**config.mk**
```make
export PLATFORM = sky130hd
export DESIGN_NAME = cbar_gen
export DESIGN_NICKNAME = d
export VERILOG_FILES = /design/src/rtl/cbar_pkg.sv /design/src/rtl/cbar_locator.sv /design/src/rtl/cbar_scale.sv /design/src/rtl/cbar_gen.sv
export SDC_FILE = /design/constraint.sdc
export NUM_CORES = 1
export LEC_CHECK = 0
export CAP_MARGIN = 20
export CORE_ASPECT_RATIO = 0.5
export CORE_MARGIN = 2
export CORE_UTILIZATION = 50
export DETAILED_ROUTE_END_ITERATION = 8
export GPL_ROUTABILITY_DRIVEN = 0
export PLACE_DENSITY = 0.77
export SETUP_SLACK_MARGIN = 0.05
export SYNTH_ARGS = -nofsm -noshare
export SYNTH_HDL_FRONTEND = slang
export SYNTH_HIERARCHICAL = 1
export SYNTH_SLANG_ARGS = --single-unit
```
**constraint.sdc**
```tcl
create_clock -name clk -period 7.4 [get_ports clk]
set_input_delay 1.48 -clock clk [delete_from_list [all_inputs] [get_ports clk]]
set_output_delay 1.48 -clock clk [all_outputs]
set_load 0.005 [all_outputs]
```
**src/rtl/cbar_pkg.sv**
```systemverilog
package cbar_pkg;
   localparam int unsigned NBARS      = 8;
   localparam int unsigned BLANK_CODE = 224;
   localparam int unsigned CAMP_MAX   = 348;

   // k = 0: first bar start, k = 1..8: end of bar k-1
   function automatic int unsigned bar_edge(input logic pal, input int unsigned k);
      int unsigned e;
      case (k)
         0: e = pal ? 132 : 128;
         1: e = pal ? 223 : 217;
         2: e = pal ? 314 : 306;
         3: e = pal ? 405 : 395;
         4: e = pal ? 496 : 484;
         5: e = pal ? 582 : 572;
         6: e = pal ? 670 : 661;
         7: e = pal ? 757 : 750;
         default: e = pal ? 864 : 858;
      endcase
      return e;
   endfunction

   function automatic int unsigned bar_luma(input logic [2:0] i, input logic setup);
      int unsigned v;
      case (i)
         3'd0: v = 775;
         3'd1: v = setup ? 718 : 713;
         3'd2: v = setup ? 623 : 611;
         3'd3: v = setup ? 565 : 548;
         3'd4: v = setup ? 476 : 452;
         3'd5: v = setup ? 418 : 389;
         3'd6: v = setup ? 324 : 287;
         default: v = setup ? 266 : 224;
      endcase
      return v;
   endfunction

   function automatic int unsigned bar_camp(input logic [2:0] i, input logic setup);
      int unsigned v;
      case (i)
         3'd1, 3'd6: v = setup ? 242 : 246;
         3'd2, 3'd5: v = setup ? 346 : 348;
         3'd3, 3'd4: v = setup ? 324 : 325;
         default:    v = 0;
      endcase
      return v;
   endfunction
endpackage

```
**src/rtl/cbar_locator.sv**
```systemverilog
module cbar_locator
   import cbar_pkg::*;
#(
   parameter int PIX_W = 10
) (
   input  logic [PIX_W-1:0] pix,
   input  logic             active,
   input  logic             pal,
   output logic [2:0]       idx,
   output logic             in_bar
);
   localparam int unsigned MAX_TOTAL = 864;

   generate
      if ((1 << PIX_W) <= MAX_TOTAL) begin : g_bad_width
         $error("cbar_locator: PIX_W too small for line length");
      end
   endgenerate

   logic [NBARS-1:1] past_edge;

   genvar k;
   generate
      for (k = 1; k < NBARS; k++) begin : g_edge
         assign past_edge[k] = ({22'd0, pix} >= 32'(bar_edge(pal, k)));
      end
   endgenerate

   always_comb begin
      idx = '0;
      for (int j = 1; j < NBARS; j++) begin
         if (past_edge[j]) idx = 3'(j);
      end
      in_bar = active
             && ({22'd0, pix} >= 32'(bar_edge(pal, 0)))
             && ({22'd0, pix} <  32'(bar_edge(pal, NBARS)));
   end
endmodule

```
**src/rtl/cbar_scale.sv**
```systemverilog
module cbar_scale #(
   parameter int W = 10
) (
   input  logic [W-1:0] x,
   input  logic [1:0]   sel,
   output logic [W-1:0] y
);
   generate
      if (W < 3) begin : g_bad_width
         $error("cbar_scale: W must be at least 3");
      end
   endgenerate

   always_comb begin
      case (sel)
         2'b00:   y = x;
         2'b01:   y = (x >> 1) + (x >> 2);
         2'b10:   y = x >> 1;
         default: y = x >> 2;
      endcase
   end
endmodule

```
**src/rtl/cbar_gen.sv**
```systemverilog
module cbar_gen
   import cbar_pkg::*;
#(
   parameter int PIX_W = 10,
   parameter int DAC_W = 10,
   localparam int OVL_W = DAC_W - 1
) (
   input  logic             clk,
   input  logic             rst_n,
   input  logic [PIX_W-1:0] pix_cnt,
   input  logic             line_active,
   input  logic             pal_mode,
   input  logic [1:0]       amp_sel,
   input  logic             setup_en,
   input  logic             ovl_sel,
   input  logic [OVL_W-1:0] ovl_luma,
   input  logic [OVL_W-1:0] ovl_chroma,
   output logic [DAC_W-1:0] luma_o,
   output logic [DAC_W-1:0] chroma_amp_o,
   output logic [2:0]       bar_idx_o,
   output logic             bar_valid_o
);
   localparam logic [DAC_W-1:0] BLANK = DAC_W'(BLANK_CODE);

   generate
      if (DAC_W < 10) begin : g_bad_dac
         $error("cbar_gen: DAC_W must be at least 10");
      end
   endgenerate

   logic [2:0]       idx;
   logic             in_bar;
   logic             setup_eff;
   logic [DAC_W-1:0] l_ofs, c_amp, l_sc, c_sc;

   cbar_locator #(.PIX_W(PIX_W)) u_loc (
      .pix(pix_cnt), .active(line_active), .pal(pal_mode),
      .idx(idx), .in_bar(in_bar)
   );

   assign setup_eff = setup_en & ~pal_mode;

   always_comb begin
      if (ovl_sel) begin
         l_ofs = DAC_W'(ovl_luma);
         c_amp = DAC_W'(ovl_chroma);
      end else begin
         l_ofs = DAC_W'(bar_luma(idx, setup_eff) - BLANK_CODE);
         c_amp = DAC_W'(bar_camp(idx, setup_eff));
      end
   end

   cbar_scale #(.W(DAC_W)) u_scl_l (.x(l_ofs), .sel(amp_sel), .y(l_sc));
   cbar_scale #(.W(DAC_W)) u_scl_c (.x(c_amp), .sel(amp_sel), .y(c_sc));

   always_ff @(posedge clk) begin
      if (!rst_n) begin
         luma_o       <= BLANK;
         chroma_amp_o <= '0;
         bar_idx_o    <= '0;
         bar_valid_o  <= 1'b0;
      end else if (in_bar) begin
         luma_o       <= BLANK + l_sc;
         chroma_amp_o <= c_sc;
         bar_idx_o    <= idx;
         bar_valid_o  <= 1'b1;
      end else begin
         luma_o       <= BLANK;
         chroma_amp_o <= '0;
         bar_idx_o    <= '0;
         bar_valid_o  <= 1'b0;
      end
   end

   a_r8_blank_off_line: assert property (@(posedge clk) disable iff (!rst_n)
      !line_active |=> (luma_o == BLANK && chroma_amp_o == '0 && !bar_valid_o));

   a_r9_luma_floor: assert property (@(posedge clk) disable iff (!rst_n)
      luma_o >= BLANK);

   a_r7_amp_cap: assert property (@(posedge clk) disable iff (!rst_n)
      !ovl_sel |=> chroma_amp_o <= DAC_W'(CAMP_MAX));

   a_r7_neutral_bars: assert property (@(posedge clk) disable iff (!rst_n)
      !ovl_sel |=> (!bar_valid_o || (bar_idx_o != 3'd0 && bar_idx_o != 3'd7)
                    || chroma_amp_o == '0));

   a_r1_idx_idle: assert property (@(posedge clk) disable iff (!rst_n)
      !bar_valid_o |-> bar_idx_o == 3'd0);
endmodule

```
**Yosys cells after proc, flatten, opt, wreduce, memory -nomap -nowiden**

Cells that the tools add are included.

- Add/sub/neg operators: 4
- Equality and inequality tests: 8
- Magnitude comparators: 9
- Bitwise operators: 2
- Reduce and logical (&&, ||, !) cells: 8
- Mux-type cells: 34

Operators with widths:

| kind | number |
|---|---|
| greater-or-equal comparator 10 x 32 -> 1 bit | 8 |
| case mux 10 bit (7 select lines) | 1 |
| case mux 10 bit (3 select lines) | 2 |
| < comparator 10 x 32 -> 1 bit | 1 |
| 2-to-1 mux 3 bit | 9 |
| case mux 9 bit (3 select lines) | 1 |
| 2-to-1 mux 5 bit | 5 |
| 2-to-1 mux 10 bit | 2 |
| 2-to-1 mux 9 bit | 2 |
| 2-to-1 mux 7 bit | 2 |
| 2-to-1 mux 4 bit | 3 |
| 2-to-1 mux 6 bit | 2 |
| adder 8 x 10 -> 10 bit (first input constant) | 1 |
| adder 9 x 8 -> 10 bit | 1 |
| subtractor 10 x 8 -> 10 bit (second input constant) | 1 |
| adder 8 x 7 -> 9 bit | 1 |
| == test 3 bit (second input constant) | 3 |
| == test 3 x 2 -> 1 bit (second input constant) | 2 |
| OR reduction 2 bit | 3 |
| 2-to-1 mux 2 bit | 2 |
| == test 3 x 1 -> 1 bit (second input constant) | 1 |
| zero test 3 bit | 1 |
| 2-to-1 mux 1 bit | 3 |
| == test 2 x 1 -> 1 bit (second input constant) | 1 |
| 6 further kinds | 7 |

- Input bits: 36
- Output and inout port bits: 24
- Flip-flop bits (word level): 24

**Logic depth before layout (Yosys ltp)**

- Word-level depth: 17
- Gate-level depth with buffers: 26

**Modules after synthesis**

Netlist, hierarchy kept.

By module, submodules not included:

| module | cells an instance | area an instance (µm²) | times used |
|---|---|---|---|
| cbar_gen | 162 | 1,276.2 | 1 |
| cbar_locator | 82 | 644.4 | 1 |
| cbar_scale (u_scl_c) | 71 | 624.3 | 1 |
| cbar_scale (u_scl_l) | 71 | 620.6 | 1 |

**Worst setup path after synthesis**

OpenSTA, ideal clock, no wires.

- Kind: input -> register
- Start point: input pal_mode
- End point: register luma_o[8]
- Setup time: 0.117 ns
- Stages: 22
- Setup slack: 1.322 ns
- Arrival: 5.961 ns
- Data required time: 7.283 ns
- Cells stage by stage: inv_1 -> ha_1 -> or3b_1 -> a41o_1 -> a21boi_2 -> o21ai_2 -> o311ai_2 -> buf_4 -> nand2_1 -> a31oi_1 -> ha_1 -> xnor2_1 -> o21ai_1 -> ha_1 -> a211oi_1 -> nand2b_1 -> o21ai_1 -> xor2_1 -> mux4_2 -> nor3_1 -> xor2_1 -> nor2_1

- Longest elaborated chain between the ends: 17
- Elaborated cells on any way between the ends: 51
- Classes of those cells: 3 x add/sub; 9 x order compare; 6 x eq/ne; 27 x mux; 2 x bitwise; 4 x reduce/logical

RTL lines:

| item | RTL line | text |
|---|---|---|
| from (decl) | cbar_gen.sv:12 | `input logic pal_mode,` |
| 2-to-1 mux 3 bit | cbar_pkg.sv:11 | `1: e = pal ? 223 : 217;` |
| greater-or-equal comparator 10 x 32 -> 1 bit | cbar_locator.sv:25 | `assign past_edge[k] = ({22'd0, pix} >= 32'(bar_edge(pal, k)));` |
| 2-to-1 mux 1 bit | cbar_locator.sv:32 | `if (past_edge[j]) idx = 3'(j);` |
| 2-to-1 mux 2 bit (2 in a row) | cbar_locator.sv:32 |  |
| 2-to-1 mux 3 bit (3 in a row) | cbar_locator.sv:32 |  |
| 2-to-1 mux 3 bit * | cbar_locator.sv:32 |  |
| named net idx[0] | cbar_gen.sv:31 | `logic [2:0] idx;` |
| == test 3 bit (tied with other cells) | cbar_pkg.sv:25 | `case (i)` |
| case mux 10 bit (7 select lines) * | cbar_pkg.sv:25 |  |
| 2-to-1 mux 10 bit * | cbar_gen.sv:44 | `if (ovl_sel) begin` |
| subtractor 10 x 8 -> 10 bit * | cbar_gen.sv:48 | `l_ofs = DAC_W'(bar_luma(idx, setup_eff) - BLANK_CODE);` |
| 2-to-1 mux 10 bit * | cbar_gen.sv:44 |  |
| named net l_ofs[7] | cbar_gen.sv:34 | `logic [DAC_W-1:0] l_ofs, c_amp, l_sc, c_sc;` |
| adder 9 x 8 -> 10 bit | cbar_scale.sv:17 | `2'b01: y = (x >> 1) + (x >> 2);` |
| case mux 10 bit (3 select lines) * | cbar_scale.sv:15 | `case (sel)` |
| named net l_sc[7] | cbar_gen.sv:34 |  |
| adder 8 x 10 -> 10 bit * | cbar_gen.sv:63 | `luma_o <= BLANK + l_sc;` |
| to (signal assigned) | cbar_gen.sv:63 |  |
| to (decl) | cbar_gen.sv:18 | `output logic [DAC_W-1:0] luma_o,` |

Mark *: on every way through the listed nets, which the timed path passes. The rest lies on a longest branch. The select of a mux whose other input is x is not followed.
A chain may end at the register's enable or synchronous reset.

**Worst setup path in the final report**

- Start point: input pal_mode
- End point: register luma_o[9]

- Longest elaborated chain between the ends: 17
- Elaborated cells on any way between the ends: 51
- Classes of those cells: 3 x add/sub; 9 x order compare; 6 x eq/ne; 27 x mux; 2 x bitwise; 4 x reduce/logical

RTL lines:

| item | RTL line |
|---|---|
| 2-to-1 mux 3 bit | cbar_pkg.sv:11 |
| greater-or-equal comparator 10 x 32 -> 1 bit | cbar_locator.sv:25 |
| 2-to-1 mux 1 bit | cbar_locator.sv:32 |
| 2-to-1 mux 2 bit (2 in a row) | cbar_locator.sv:32 |
| 2-to-1 mux 3 bit (3 in a row) | cbar_locator.sv:32 |
| 2-to-1 mux 3 bit * | cbar_locator.sv:32 |
| named net idx[0] | cbar_gen.sv:31 |
| == test 3 bit (tied with other cells) | cbar_pkg.sv:25 |
| case mux 10 bit (7 select lines) * | cbar_pkg.sv:25 |
| 2-to-1 mux 10 bit * | cbar_gen.sv:44 |
| subtractor 10 x 8 -> 10 bit * | cbar_gen.sv:48 |
| 2-to-1 mux 10 bit * | cbar_gen.sv:44 |
| named net l_ofs[4] | cbar_gen.sv:34 |
| adder 9 x 8 -> 10 bit * | cbar_scale.sv:17 |
| case mux 10 bit (3 select lines) * | cbar_scale.sv:15 |
| named net l_sc[6] | cbar_gen.sv:34 |
| adder 8 x 10 -> 10 bit * | cbar_gen.sv:63 |

Marks and branches as above.

==> reports/summary.json <==
{
  "outcome": "complete, no violations",
  "clkSinkCount": 24,
  "drv.max_cap_violation_count": 0,
  "synth-seq-area-share_pct": 15.2,
  "total_area_of_multi_input_combinational_cells_mm2": 0.00242,
  "timing.final.crit_share_pct": 93.4,
  "drt-wirelength-per-cell_um": 14.8,
  "fin_setup_tns_ns": 0,
  "power_leakage_nw": 1.65,
  "ctsRootBufferMaster": "clkbuf_16",
  "chipWidth_um": 117,
  "wirelength_um": 7820,
  "first_pass_grt_wire_length_um": 12800,
  "tightest_slew_ns": 1.11,
  "crit_end_category": "flip-flop",
  "arrival_ns": 7.06,
  "achievable-frequency_ghz": 0.145,
  "timing.setup.critical_path_class": "primary input to flip-flop",
  "cts_tree": "yes",
  "die_h_um": 60.3,
  "power_density_mw_per_mm2": 156,
  "synthCells": 386,
  "antenna-diode-count": 0,
  "die-area_mm2": 0.00702,
  "layout_commonest_cell": "clkdlybuf4s50_1",
  "placementRows": 20,
  "slew-limit-headroom_pct": 26.0,
  "num-nets-final": 514,
  "floorplan.initialDensity_pct": 52.1,
  "ff_latch_area_um2": 480,
  "fin_util_pct": 64.0,
  "post_synth_top_flop": "dfxtp_1",
  "postSynth.asyncResetShare_pct": 0,
  "htree_num_levels": 1,
  "finalHoldViolations": 0,
  "synth-seq-cells": 24,
  "postSynthAreaPerCell_um2": 8.20,
  "postCtsHoldBufs": 0,
  "timing.final.setup_violations": 0,
  "detailroute.via_count": 3039,
  "synth_top_area_share_pct": 15.2,
  "synth_edf_count": 0,
  "layout_common_cells": "clkdlybuf4s50_1, ha_1, inv_1, nand2_1, nor2_1",
  "yosysTopAreaCell": "dfxtp_1",
  "path_max_fanout": 10,
  "fillCellCount": 506,
  "ratio_of_cells_with_drive_above_1_in_the_final_layout_pct": 11.2,
  "irDropWorstVdd_mv": 0.0969,
  "ys_top_cells_by_area": "dfxtp_1, ha_1, mux4_2",
  "port-buffer-count": 59,
  "detail_route.vias_per_cell": 5.77,
  "clock_path_buffers": 2,
  "synth_cell_type_count": 63,
  "total_congestion_overflow_after_global_routing": 0,
  "synthesis.area_mm2": 0.00317,
  "synth.yosys.warnings": 6,
  "route.detailed.drc": 0,
  "timing.critical_path.required_ns": 7.55,
  "area_growth_pct": 22.9,
  "clk_pin_slew_ns": 0.06,
  "drt_iter0_markers": 310,
  "finalWorstPathRequiredPeriod_ns": 6.91,
  "core-area_mm2": 0.00608,
  "setup_repair_after_global_routing_missed_its_margin": "false",
  "maxSlewViolCount": 0,
  "cts_made_buffers": 3,
  "dp_hpwl_um": 6080,
  "firstDrtPassIters": 5,
  "grt_usage_pct": 23.0,
  "final_antenna_net_count": 0,
  "antenna_found_initial": 0,
  "num_io_pins": 60,
  "hold_path.class": "primary input to flip-flop",
  "nature_of_the_critical_path_startpoint": "primary input",
  "grt_start_max_net_pins": 34,
  "grt_pass1_vias": 2834
}
layout make-up:
class                      count  area share, %
timing repair buffer          65           16.5
clock buffer                   4           2.28
tap                           88           2.83
inverter                      34           3.76
multi-input combinational    312           62.3
sequential                    24           12.3
timing repair:
action                                 4_1_cts  5_1_grt
endpoints found under the hold margin        0        0
gates resized for setup                      0        1
setup endpoints to repair                    0        1
buffers inserted                             0        0
final timing paths:
path,slack (ns),startpoint,end,depth (start not counted)
hold / removal,2.18,line_active,luma_o[4]$_SDFF_PN0_,3
setup / recovery,0.49,pal_mode,luma_o[9]$_SDFF_PN0_,25
power by group:
group,switching [mW],leakage [nW],internal [mW]
Clock,0.0430,0.0442,0.0825
Combinational,0.177,1.41,0.165
Sequential,0.00231,0.196,0.138
state kept, by name, summed over array words and instances (netlist names):
register and cells:
chroma_amp_o 10, bar_valid_o 1, luma_o 10, bar_idx_o 3
cells in the mapped netlist, types with 3 or more instances:
cell      count
ha_1         36
nand2b_1      9
nor2b_1       3
inv_1        31
mux4_2       14
o21a_1        8
mux2_2        5
clkbuf_1      7
xor2_1        6
buf_4         5
or3_1         3
a22oi_1       3
o31ai_1       5
o211ai_1      3
o21ai_1      18
a211oi_2      3
buf_2         4
a21oi_1      17
nand3_1       3
a21oi_2       3
nand2_1      31
nor3_1        8
a21o_1        4
and3_1       17
dfxtp_1      24
a31oi_1       6
buf_6         5
a311oi_1      3
xnor2_1       9
o21bai_1      5
a211oi_1      7
o21ai_0      14
nor2_1       30
per-stage QoR:
step                std cells  instance area, µm²  hold WS [ns]  power, mW  setup WS, ns
floorplan                 391                3180          1.63      0.390          1.32
global placement          522                3780          2.18      0.463         0.341
detailed placement        522                3780          2.18      0.477         0.141
CTS                       526                3870          2.16      0.603         0.403
global route              527                3890          2.20      0.650         0.112
finish                    527                3890          2.18      0.608         0.486
logic make-up (layout without fill, tap and decap cells):
logic type / Yosys count / count (layout) / share of synthesized area, %
AO/OA/AOI/OAI: 119 / 119 / 26.1
other: 1 / 6 / 0.118
adder cells (fa/ha/maj): 38 / 38 / 15.5
flip-flops: 24 / 24 / 15.2
buffers and inverters: 55 / 103 / 9.05
AND/OR/NAND/NOR: 114 / 114 / 17.8
XOR/XNOR: 15 / 15 / 4.15
multiplexers: 20 / 20 / 12.1
per-layer routing:
| layer | global-route usage (%) | part of all wire, % | vias up |
|---|---|---|---|
| li1 | - | - | 1508 |
| met1 | 29.1 | 44 | 1406 |
| met2 | 42.5 | 50 | 113 |
| met3 | 2.33 | 4.3 | 12 |
| met4 | 6.12 | 1.3 | 0 |
| met5 | 0 | 0 | - |
worst max-delay path: stages:
cell	delay, ns
clkdlybuf4s50_1	0.42
inv_1	0.25
ha_1	0.31
or3b_1	0.39
a41o_1	0.26
a21boi_2	0.15
o21ai_2	0.07
o311ai_2	0.58
buf_4	0.25
inv_2	0.08
nor4_1	0.24
a31oi_1	0.07
o21ai_1	0.35
ha_1	0.35
nor2b_1	0.16
o31a_2	0.32
o21a_1	0.19
o21a_1	0.17
o31ai_1	0.34
inv_1	0.08
ha_1	0.21
inv_1	0.05
o21ai_0	0.08
xor2_1	0.16
nor2_1	0.05
Note: power is estimated with default switching activity, not from simulation.
